`src/rtl/sad_pkg.sv`:
```
package sad_pkg;
  localparam int unsigned DEF_PIX_W     = 8;
  localparam int unsigned DEF_ROW_PIX   = 4;
  localparam int unsigned DEF_SLICE_PIX = 8;
  localparam int unsigned DEF_ROWS      = 4;

  typedef enum logic {BLK_IDLE = 1'b0, BLK_OPEN = 1'b1} blk_state_t;
endpackage

```
`src/rtl/sad_absdiff.sv`:
```
module sad_absdiff #(
  parameter int unsigned PIX_W = 8
) (
  input  logic [PIX_W-1:0] a,
  input  logic [PIX_W-1:0] b,
  output logic [PIX_W-1:0] d
);
  always_comb begin
    if (a >= b) d = a - b;
    else        d = b - a;
  end
endmodule

```
`src/rtl/sad_row_unit.sv`:
```
module sad_row_unit #(
  parameter int unsigned PIX_W   = 8,
  parameter int unsigned ROW_PIX = 4,
  parameter int unsigned OUT_W   = PIX_W + $clog2(ROW_PIX)
) (
  input  logic [ROW_PIX*PIX_W-1:0] ref_px,
  input  logic [ROW_PIX*PIX_W-1:0] win_px,
  output logic [OUT_W-1:0]         row_sad
);
  logic [PIX_W-1:0] diffs [ROW_PIX];

  for (genvar i = 0; i < ROW_PIX; i++) begin : g_pair
    sad_absdiff #(.PIX_W(PIX_W)) u_ad (
      .a(ref_px[i*PIX_W +: PIX_W]),
      .b(win_px[i*PIX_W +: PIX_W]),
      .d(diffs[i])
    );
  end

  always_comb begin
    row_sad = '0;
    for (int i = 0; i < ROW_PIX; i++) begin
      row_sad = row_sad + OUT_W'(diffs[i]);
    end
  end
endmodule

```
`src/rtl/sad_acc_bank.sv`:
```
module sad_acc_bank
  import sad_pkg::*;
#(
  parameter int unsigned NUM_OFF   = 5,
  parameter int unsigned ROW_SAD_W = 10,
  parameter int unsigned ACC_W     = 12,
  parameter int unsigned ROWS      = 4,
  localparam int unsigned CNT_W    = $clog2(ROWS + 1)
) (
  input  logic                        clk,
  input  logic                        rst,
  input  logic                        take_row,
  input  logic                        first,
  input  logic [NUM_OFF*ROW_SAD_W-1:0] row_sads,
  output logic                        done,
  output logic [NUM_OFF*ACC_W-1:0]    totals
);
  blk_state_t       st_q;
  logic [CNT_W-1:0] cnt_q;
  logic [ACC_W-1:0] acc_q   [NUM_OFF];
  logic [ACC_W-1:0] acc_nxt [NUM_OFF];
  logic             use_row;
  logic             last_row;

  assign use_row  = take_row && (first || (st_q == BLK_OPEN));
  assign last_row = use_row &&
                    (first ? (ROWS == 1) : (cnt_q == CNT_W'(ROWS - 1)));

  for (genvar k = 0; k < NUM_OFF; k++) begin : g_acc
    always_comb begin
      acc_nxt[k] = (first ? '0 : acc_q[k]) +
                   ACC_W'(row_sads[k*ROW_SAD_W +: ROW_SAD_W]);
    end

    always_ff @(posedge clk) begin
      if (rst) begin
        acc_q[k] <= '0;
      end else if (use_row) begin
        acc_q[k] <= acc_nxt[k];
      end
    end

    always_ff @(posedge clk) begin
      if (rst) begin
        totals[k*ACC_W +: ACC_W] <= '0;
      end else if (last_row) begin
        totals[k*ACC_W +: ACC_W] <= acc_nxt[k];
      end
    end
  end

  always_ff @(posedge clk) begin
    if (rst) begin
      st_q  <= BLK_IDLE;
      cnt_q <= '0;
      done  <= 1'b0;
    end else begin
      done <= last_row;
      if (use_row) begin
        if (last_row) begin
          st_q  <= BLK_IDLE;
          cnt_q <= '0;
        end else begin
          st_q  <= BLK_OPEN;
          cnt_q <= first ? CNT_W'(1) : cnt_q + CNT_W'(1);
        end
      end
    end
  end
endmodule

```
`src/rtl/sad_window_engine.sv`:
```
module sad_window_engine
  import sad_pkg::*;
#(
  parameter int unsigned PIX_W     = DEF_PIX_W,
  parameter int unsigned ROW_PIX   = DEF_ROW_PIX,
  parameter int unsigned SLICE_PIX = DEF_SLICE_PIX,
  parameter int unsigned ROWS      = DEF_ROWS,
  localparam int unsigned NUM_OFF   = SLICE_PIX - ROW_PIX + 1,
  localparam int unsigned ROW_SAD_W = PIX_W + $clog2(ROW_PIX),
  localparam int unsigned ACC_W     = ROW_SAD_W + $clog2(ROWS)
) (
  input  logic                         clk,
  input  logic                         rst,
  input  logic                         in_valid,
  output logic                         in_ready,
  input  logic                         in_first,
  input  logic [ROW_PIX*PIX_W-1:0]     ref_row,
  input  logic [SLICE_PIX*PIX_W-1:0]   srch_row,
  output logic                         done,
  output logic [NUM_OFF*ACC_W-1:0]     sad_out
);
  logic [NUM_OFF*ROW_SAD_W-1:0] row_sads;
  logic                         take_row;

  always_ff @(posedge clk) begin
    if (rst) in_ready <= 1'b0;
    else     in_ready <= 1'b1;
  end

  assign take_row = in_valid && in_ready;

  for (genvar k = 0; k < NUM_OFF; k++) begin : g_off
    sad_row_unit #(
      .PIX_W  (PIX_W),
      .ROW_PIX(ROW_PIX),
      .OUT_W  (ROW_SAD_W)
    ) u_row (
      .ref_px (ref_row),
      .win_px (srch_row[k*PIX_W +: ROW_PIX*PIX_W]),
      .row_sad(row_sads[k*ROW_SAD_W +: ROW_SAD_W])
    );
  end

  sad_acc_bank #(
    .NUM_OFF  (NUM_OFF),
    .ROW_SAD_W(ROW_SAD_W),
    .ACC_W    (ACC_W),
    .ROWS     (ROWS)
  ) u_bank (
    .clk     (clk),
    .rst     (rst),
    .take_row(take_row),
    .first   (in_first),
    .row_sads(row_sads),
    .done    (done),
    .totals  (sad_out)
  );
endmodule

```
`config.mk`:
```
export PLATFORM = sky130hd
export DESIGN_NAME = sad_window_engine
export DESIGN_NICKNAME = d
export VERILOG_FILES = /design/src/rtl/sad_pkg.sv /design/src/rtl/sad_absdiff.sv /design/src/rtl/sad_row_unit.sv /design/src/rtl/sad_acc_bank.sv /design/src/rtl/sad_window_engine.sv
export SDC_FILE = /design/constraint.sdc
export NUM_CORES = 1
export LEC_CHECK = 0
export BUFFER_PORTS_ARGS = -buffer_cell sky130_fd_sc_hd__clkbuf_2
export CAP_MARGIN = 0
export CORE_MARGIN = 4
export CORE_UTILIZATION = 45
export CTS_CLUSTER_SIZE = 24
export DETAILED_ROUTE_END_ITERATION = 6
export SETUP_SLACK_MARGIN = 0.15
export SYNTH_ARGS = -nofsm -noshare
export SYNTH_HDL_FRONTEND = slang
export SYNTH_SLANG_ARGS = --single-unit
```
`constraint.sdc`:
```
create_clock -name clk -period 17.9 [get_ports clk]
set_input_delay 4.475 -clock clk [delete_from_list [all_inputs] [get_ports clk]]
set_output_delay 4.475 -clock clk [all_outputs]
set_load 0.03 [all_outputs]
```
# Word-level counts from Yosys, hierarchy flattened
# Memories as Yosys holds them, arrays and structs flattened.
# Cells that the tools add are included.
[word_totals]
reg_bits = 66
memories = 1
ramBits = 60
elab_cells = 141
output_inout_bits = 62
in_bits = 100
[memory_table]
columns = ["name", "depth", "word_bits", "rd", "rd_clocked_by_memory_dff", "wr", "line", "source"]
rows = [
  ["u_bank.acc_q", 5, 12, 5, 0, 5, "sad_acc_bank.sv:20", "logic [ACC_W-1:0] acc_q [NUM_OFF];"],
]
[classes]
reduce_logical = 4
n_bitwise = 5
magnitude_cmp = 20
n_addsub = 61
n_eq_ne = 1
muxes = 40
[op_table]
columns = ["operator", "n"]
rows = [
  ["$sub A8 B8 Y8", 40],
  ["$ge A8 B8 Y1", 20],
  ["$mux W8", 20],
  ["$mux W12", 10],
  ["$add A10 B8 Y10", 10],
  ["$add A12 B10 Y12", 5],
  ["$add A8 B8 Y9", 5],
  ["$mux W1", 8],
  ["$mux W3", 2],
  ["$or A1 B1 Y1", 5],
  ["$add A3 B1 Y3 const B", 1],
  ["$eq A3 B2 Y1 const B", 1],
  ["$logic_and A1 B1 Y1", 3],
  ["$logic_or A1 B1 Y1", 1],
]

# Longest topological paths before layout
# Gate-level depths: netlist (run 1).
[depth]
ltp_word = 7
depth_mapped = 34
ltp_nobuf = 32

# Hierarchy
# A second synthesis (run 1) with hierarchy kept.
[unflattened]
hier_cells = 2841
hier_area_um2 = 23891.7
[by_module_without_submodules]
columns = ["module", "instances", "seq_area_each_um2", "area_each_um2", "cells_per_inst"]
rows = [
  ["sad_absdiff (g_off[0].u_row.g_pair[0].u_ad ...)", 19, 0.0, 651.9, 81],
  ["sad_acc_bank", 1, 3103.0, 6912.9, 733],
  ["sad_row_unit", 5, 0.0, 779.5, 96],
  ["sad_absdiff (g_off[1].u_row.g_pair[3].u_ad)", 1, 0.0, 665.6, 86],
  ["sad_window_engine", 1, 20.0, 30.0, 3],
]

# Least setup slack after synthesis (run 1)
# OpenSTA, ideal clock, no wires.
[synth_timing]
path_type = "input to register"
from = "in ref_row[8]"
to = "reg u_bank.totals[59]"
stages = 30
arrival_ps = 10272
required_ps = 17772
setup_time_ps = 128
path_buffers = 0
slack_ps = 7500
cell_sequence = "inv_1 -> ha_1 -> inv_1 -> fa_1 -> a21o_1 -> a211oi_1 -> o21ai_1 -> a21oi_2 -> mux2_2 -> ha_1 -> a21o_1 -> a21oi_1 -> o21ai_0 -> a21oi_1 -> o21ai_0 -> xnor2_1 -> fa_1 -> inv_1 -> ha_1 -> a21oi_1 -> o21ai_0 -> xor2_1 -> ha_1 -> a21o_1 -> a21o_1 -> a32oi_1 -> xor2_1 -> nor2_1 -> a21oi_1 -> nor2_1"
[synth_via]
elab_chain_cells = 6
word_cells_on_any_way = 8
cone_classes = "add/sub (6); order compare (1); mux (1)"
[synth_lines]
columns = ["element", "line", "source"]
rows = [
  ["from (decl)", "sad_window_engine.sv:17", "input logic [ROW_PIX*PIX_W-1:0] ref_row,"],
  ["$sub A8 B8 Y8, or another cell as far along", "sad_absdiff.sv:10", "else d = b - a;"],
  ["$mux W8 (*)", "sad_absdiff.sv:9", "if (a >= b) d = a - b;"],
  ["$add A8 B8 Y9 (*)", "sad_row_unit.sv:23", "row_sad = row_sad + OUT_W'(diffs[i]);"],
  ["$add A10 B8 Y10 (*) (2 in a row)", "sad_row_unit.sv:23", ""],
  ["$add A12 B10 Y12 (*)", "sad_acc_bank.sv:31", "acc_nxt[k] = (first ? '0 : acc_q[k]) +"],
  ["to (signal, indexed assignment)", "sad_acc_bank.sv:47", "totals[k*ACC_W +: ACC_W] <= acc_nxt[k];"],
  ["to (decl)", "sad_acc_bank.sv:16", "output logic [NUM_OFF*ACC_W-1:0] totals"],
]
# Mark *: on every way between the ends. The rest lies on a longest branch, timed or not.
# A chain may end at the register's enable or synchronous reset.

# Worst setup path in the final report (run 1)
[layout_timing]
from = "in ref_row[9]"
to = "reg u_bank.totals[57]"
# Same word-level chain as after synthesis.

==> results.yml, run 1 <==
timing:
  fin_skew_ps: 8.20
  rsz0062_at_grt: "no"
  slew_headroom_pct: 18.7
  fin_tns_setup_ps: 0
  tightest_slew_ps: 1210
  fin_ws_ps: 6490
  finalMaxSlewViolations: 0
  max_freq_ghz: 0.0876
  hold_viol: 0
  period_needed_ps: 11410
  setup-violations-final: 0
  whs_ps: 454
  post-route-period-util_pct: 63.7
cts:
  root_buffer: "clkbuf_16"
  cts_hold_buffers: 0
  cts.sinks: 126
  cts_resized: 0
  path_clk_slew_ps: 60
  numCtsBuffers: 17
  cts_tree: "yes"
  cts-htree-levels: 4
  clk_latency_ps: 420
  cts_setup_buffers: 0
  cts_max_path_buffers: 2
run_status:
  outcome: "finished clean"
placed_design:
  dp_hpwl_um: 68000
  pre_cts_ws_ps: 6160
  place_congestion: 1.02
  io_buffer_count: 161
synthesis:
  synth-seq-cells: 126
  async_reset_ff_share_pct: 0
  seq_area_frac_synth_pct: 12.9
  synth_top_area_share_pct: 22.4
  syn_area_mm2: 0.0241
  yosysWarnings: 0
  netlist_instances: 2963
  synth_edf_count: 60
  synth_cell_type_count: 82
  synth_most_common_cell: "ha_1"
  yosys.area.top_type: "ha_1"
  synthTopCellsByCount: "432 x ha_1, 328 x inv_1, 268 x a21oi_1, 202 x nor2_1, 184 x nand2_1"
  syn_area_per_cell_um2: 8.15
  syn_nets: 3590
  synthFlopType: "dfxtp_1"
  yosys-top-cells-area: "ha_1 22%, fa_1 7.9%, edfxtp_1 7.5%"
detailed_routing:
  drtIter0Drc: 1856
  ant_nets: 0
  firstDrtPassIters: 7
  via_count: 22400
  vias_per_cell: 5.93
  wl_per_cell_um: 22.1
  routed_wl_um: 83300
  drcViolationCount: 0
job:
  max-cap-violations: 0
hold_path:
  holdCritStartpoint: "u_bank.totals[0]"
  hp-class: "reg2reg"
worst_setup_path:
  critical_path_peak_fanout: 11
  cp-startpoint: "ref_row[9]"
  path_class: "in2reg"
  cpMaxStageDelayCell: "fa_1"
  max_stage_delay_ps: 550
  end_kind: "flip-flop"
  worstPathArrival_ps: 11720
  worstSetupStartpointType: "input port"
  crit_required_ps: 18210
  rr_startpoint: "u_bank.st_q"
global_routing:
  first_global_vias: 21600
  grt_max_degree: 63
  grt-ovfl-total: 0
  antenna_found_initial: 1
  grtUsageTotal_pct: 28.3
  grt_pass1_wl_um: 127000
power_and_ir_drop:
  p_switching_mw: 2.85
  p_int_mw: 2.26
  powerDensity_mw_per_mm2: 196
  power_mw: 5.11
  swShare_pct: 55.7
  combPwrFrac_pct: 87.0
  p_seq_share_pct: 6.9
  p_leak_nw: 12.3
  clock_power_share_pct: 6.2
  irDropWorstVdd_uv: 177
floorplanning:
  start_util_pct: 45.7
  rows: 84
  die_height_um: 240
  die_x_um: 240
  core_region_area_mm2: 0.0529
  fp.dieArea_mm2: 0.0574
  num_io_pins: 162
finish:
  multi_input_area_mm2: 0.0194
  fillCellCount: 5150
  nets: 3697
  syn_to_final_growth_pct: 8.02
  regArea_mm2: 0.00312
  fin_util_pct: 49.3
  drive_above_1_share_pct: 9.60
[placed cells by master (no fill, tap or decap), types with 59 or more instances in the layout]
| master | n |
|---|---|
| xnor2_1 | 130 |
| nor2_1 | 202 |
| clkbuf_2 | 161 |
| mux2i_1 | 82 |
| a21oi_1 | 268 |
| nand2_1 | 183 |
| inv_1 | 328 |
| dfxtp_1 | 66 |
| ha_1 | 432 |
| xor2_1 | 59 |
| fa_1 | 95 |
| edfxtp_1 | 60 |
| nand3_1 | 80 |
| a21o_1 | 84 |
| nor2b_1 | 103 |
| o21ai_0 | 121 |
[layer usage]
metal / vias up / GRT usage, % / routed length (um)
met5: - / 0 / 0
met2: 835 / 42.7 / 34900
met3: 152 / 3.82 / 6000
met4: 0 / 9.69 / 3070
met1: 10700 / 41.4 / 39400
li1: 10700 / - / -
[final timing paths]
kind	endpoint	slack, ps	cells after the start
setup / recovery	u_bank.totals[57]	6490	29
hold / removal	u_bank.totals[0]	450	2
setup reg to reg	u_bank.totals[33]	14970	6
hold reg to reg	u_bank.totals[0]	450	2
[power groups by stage]
stage / logic [mW] / registers, mW / clock network [mW]
2_1_floorplan: 3.26 / 0.356 / 0
3_3_place_gp: 4.32 / 0.357 / 0
3_5_place_dp: 4.34 / 0.358 / 0
4_1_cts: 4.40 / 0.352 / 0.321
5_1_grt: 4.94 / 0.354 / 0.336
6_report: 4.44 / 0.352 / 0.315
[stage by stage]
step           cell area, um^2  std cells
3_3_place_gp             25500       3739
4_1_cts                  26100       3771
5_1_grt                  26100       3771
3_5_place_dp             25500       3739
2_1_floorplan            24100       2963
6_report                 26100       3772
[worst max-delay path, delay by kind of cell]
| family | cells | cell delay, ps |
|---|---|---|
| AO/OA/AOI/OAI | 10 | 2450 |
| XOR/XNOR | 4 | 740 |
| adder cells (fa/ha/maj) | 5 | 1910 |
| buffers and inverters | 5 | 980 |
| multiplexers | 1 | 400 |
| AND/OR/NAND/NOR | 4 | 750 |
[flip-flops by register name, summed over array words and instances (netlist names)]
register       flops
u_bank.done        1
u_bank.acc_q      60
in_ready           1
u_bank.totals     60
u_bank.st_q        1
u_bank.cnt_q       3
[cell families (layout without fill, tap and decap cells)]
family	Yosys count	in the layout	share of synthesized area, %
other	0	1	0
DFF	126	126	12.9
adders and majority gates	527	527	30.3
AOI/OAI and AO/OA	783	783	21.1
and+or+nand+nor	785	785	16.1
muxes	141	141	6.17
buffers and inverters	412	532	6.60
xor gates and xnor gates	189	189	6.86
[final cells by class]
cell class,count,share of cell area [%]
diodes,1,0.00959
multi-input cells,2425,74.5
flip-flops and latches,126,12.0
clock buffers,18,1.73
well taps,688,3.30
clock inverters,14,0.331
inverters,328,4.72
repair buffers,172,3.41
No activity file was read; power rests on OpenSTA's default activity.
==> inputs of run 2 (changes only) <==
==> constraint.sdc (replaced) <==
create_clock -name clk -period 10.1 [get_ports clk]
set_input_delay 2.525 -clock clk [delete_from_list [all_inputs] [get_ports clk]]
set_output_delay 2.525 -clock clk [all_outputs]
set_load 0.03 [all_outputs]
==> results.yml, run 2 (synthesized netlist as in run 1, its figures left out) <==
global_routing:
  first_global_vias: 21400
  grt_pass1_wl_um: 129000
  grt-ovfl-total: 0
  antenna_found_initial: 2
  grt_max_degree: 63
  grtUsageTotal_pct: 29.0
placed_design:
  io_buffer_count: 161
  dp.cells: 3769
  place_congestion: 0.994
  dp_hpwl_um: 70800
  pre_cts_ws_ps: 604
timing:
  finalMaxSlewViolations: 0
  period_needed_ps: 9250
  hold_viol: 0
  tightest_slew_ps: 1200
  fin_tns_setup_ps: 0
  rsz0062_at_grt: "no"
  setup-violations-final: 0
  post-route-period-util_pct: 91.6
  fin_ws_ps: 847
  fin_skew_ps: 12.7
  whs_ps: 454
  slew_headroom_pct: 19.3
  max_freq_ghz: 0.108
worst_setup_path:
  critPathTopFamily: "compound AO/OA/AOI/OAI gates"
  worstPathArrival_ps: 9390
  endpoint: "u_bank.acc_q[0][11]"
  cpMaxStageDelayCell: "fa_1"
  critical_path_peak_fanout: 6
  r2r_slack_ps: 7220
  path_class: "in2reg"
  end_kind: "flip-flop"
  worstSetupStartpointType: "input port"
  r2r_end: "u_bank.acc_q[0][10]"
  crit_cells: 31
  max_stage_delay_ps: 550
  cp-startpoint: "ref_row[8]"
  crit_required_ps: 10240
  rr_worst_depth: 9
  rr_startpoint: "u_bank.acc_q[0][0]"
  path_buf_inv: 4
power_and_ir_drop:
  p_leak_nw: 12.5
  irDropWorstVdd_uv: 313
  powerDensity_mw_per_mm2: 352
cts:
  cts_max_path_buffers: 2
  path_clk_slew_ps: 50
  numCtsBuffers: 17
  cts_resized: 0
  cts_hold_buffers: 0
  clk_latency_ps: 430
  root_buffer: "clkbuf_16"
  cts_setup_buffers: 0
  cts-htree-levels: 4
  cts_tree: "yes"
  cts.sinks: 126
detailed_routing:
  drtIter0Drc: 1642
  wl_per_cell_um: 22.5
  drcViolationCount: 0
  via_count: 22300
  ant_nets: 0
  vias_per_cell: 5.86
  firstDrtPassIters: 6
  routed_wl_um: 85400
finish:
  fin_util_pct: 49.8
  layout_commonest_cell: "ha_1"
  regArea_mm2: 0.00312
  drive_above_1_share_pct: 10.3
  nets: 3727
  fillCellCount: 5168
  layout_common_cells: "432 x ha_1, 328 x inv_1, 268 x a21oi_1, 202 x nor2_1, 183 x nand2_1"
  reg_top3: "u_bank.acc_q: 60 flops, u_bank.totals: 60 flops, u_bank.cnt_q: 3 flops"
  antenna_cells: 0
  syn_to_final_growth_pct: 9.04
  instances_no_fill: 3801
  multi_input_area_mm2: 0.0194
floorplanning:
  rows: 84
  core_region_area_mm2: 0.0529
  die_height_um: 240
  num_io_pins: 162
  die_x_um: 240
  start_util_pct: 45.7
  fp.dieArea_mm2: 0.0574
hold_path:
  hp-class: "reg2reg"
run_status:
  outcome: "finished clean"
job:
  max-cap-violations: 0
## run 2: cell types whose count changed in the layout (fill, tap and decap cells not counted), sizes merged
cell      delta
buf         +30
clkinvlp     -1
clkinv       -3
inv          -5
clkbuf       +9
diode        -1
## run 2: layout make-up
cell class	count	share of cell area (%)
well taps	688	3.27
repair buffers	202	4.23
multi-input cells	2425	73.8
flip-flops and latches	126	11.9
clock buffers	27	2.03
clock inverters	5	0.0998
inverters	328	4.68
## run 2: power breakdown
part / internal [mW] / switching, mW / total, mW
registers: 0.612 / 0.0118 / 0.624
clock network: 0.359 / 0.215 / 0.574
logic: 3.20 / 4.87 / 8.07
total: 4.17 / 5.10 / 9.27
## run 2: routing by layer
metal	track usage (%)	wire (um)	vias up
li1	-	-	10700
met3	4.76	5980	114
met4	8.02	2450	0
met5	0	0	-
met2	44.9	36800	788
met1	41.8	40100	10600
## run 2: worst min-delay path by stage
stage / start / end / slack (ps) / cells past startpoint
6_report: u_bank.totals[8] / u_bank.totals[8] / 450 / 2
5_1_grt: u_bank.totals[13] / u_bank.totals[13] / 480 / 2
4_1_cts: u_bank.totals[8] / u_bank.totals[8] / 460 / 2
3_5_place_dp: u_bank.totals[8] / u_bank.totals[8] / 450 / 2
3_3_place_gp: u_bank.totals[3] / u_bank.totals[3] / 440 / 2
2_1_floorplan: u_bank.cnt_q[2] / u_bank.cnt_q[2] / 460 / 2
## run 2: tightest hold or removal path: cells and delay by family (launching register included)
family	cells	cell delay [ps]
and+or+nand+nor	1	50
AOI/OAI and AO/OA	1	50
DFF	1	310
## run 2: per-stage QoR
step | power [mW] | instance area, um^2
6_report | 9.27 | 26300
3_5_place_dp | 8.51 | 25800
2_1_floorplan | 6.40 | 24100
4_1_cts | 9.18 | 26300
5_1_grt | 10.2 | 26300
3_3_place_gp | 8.46 | 25800
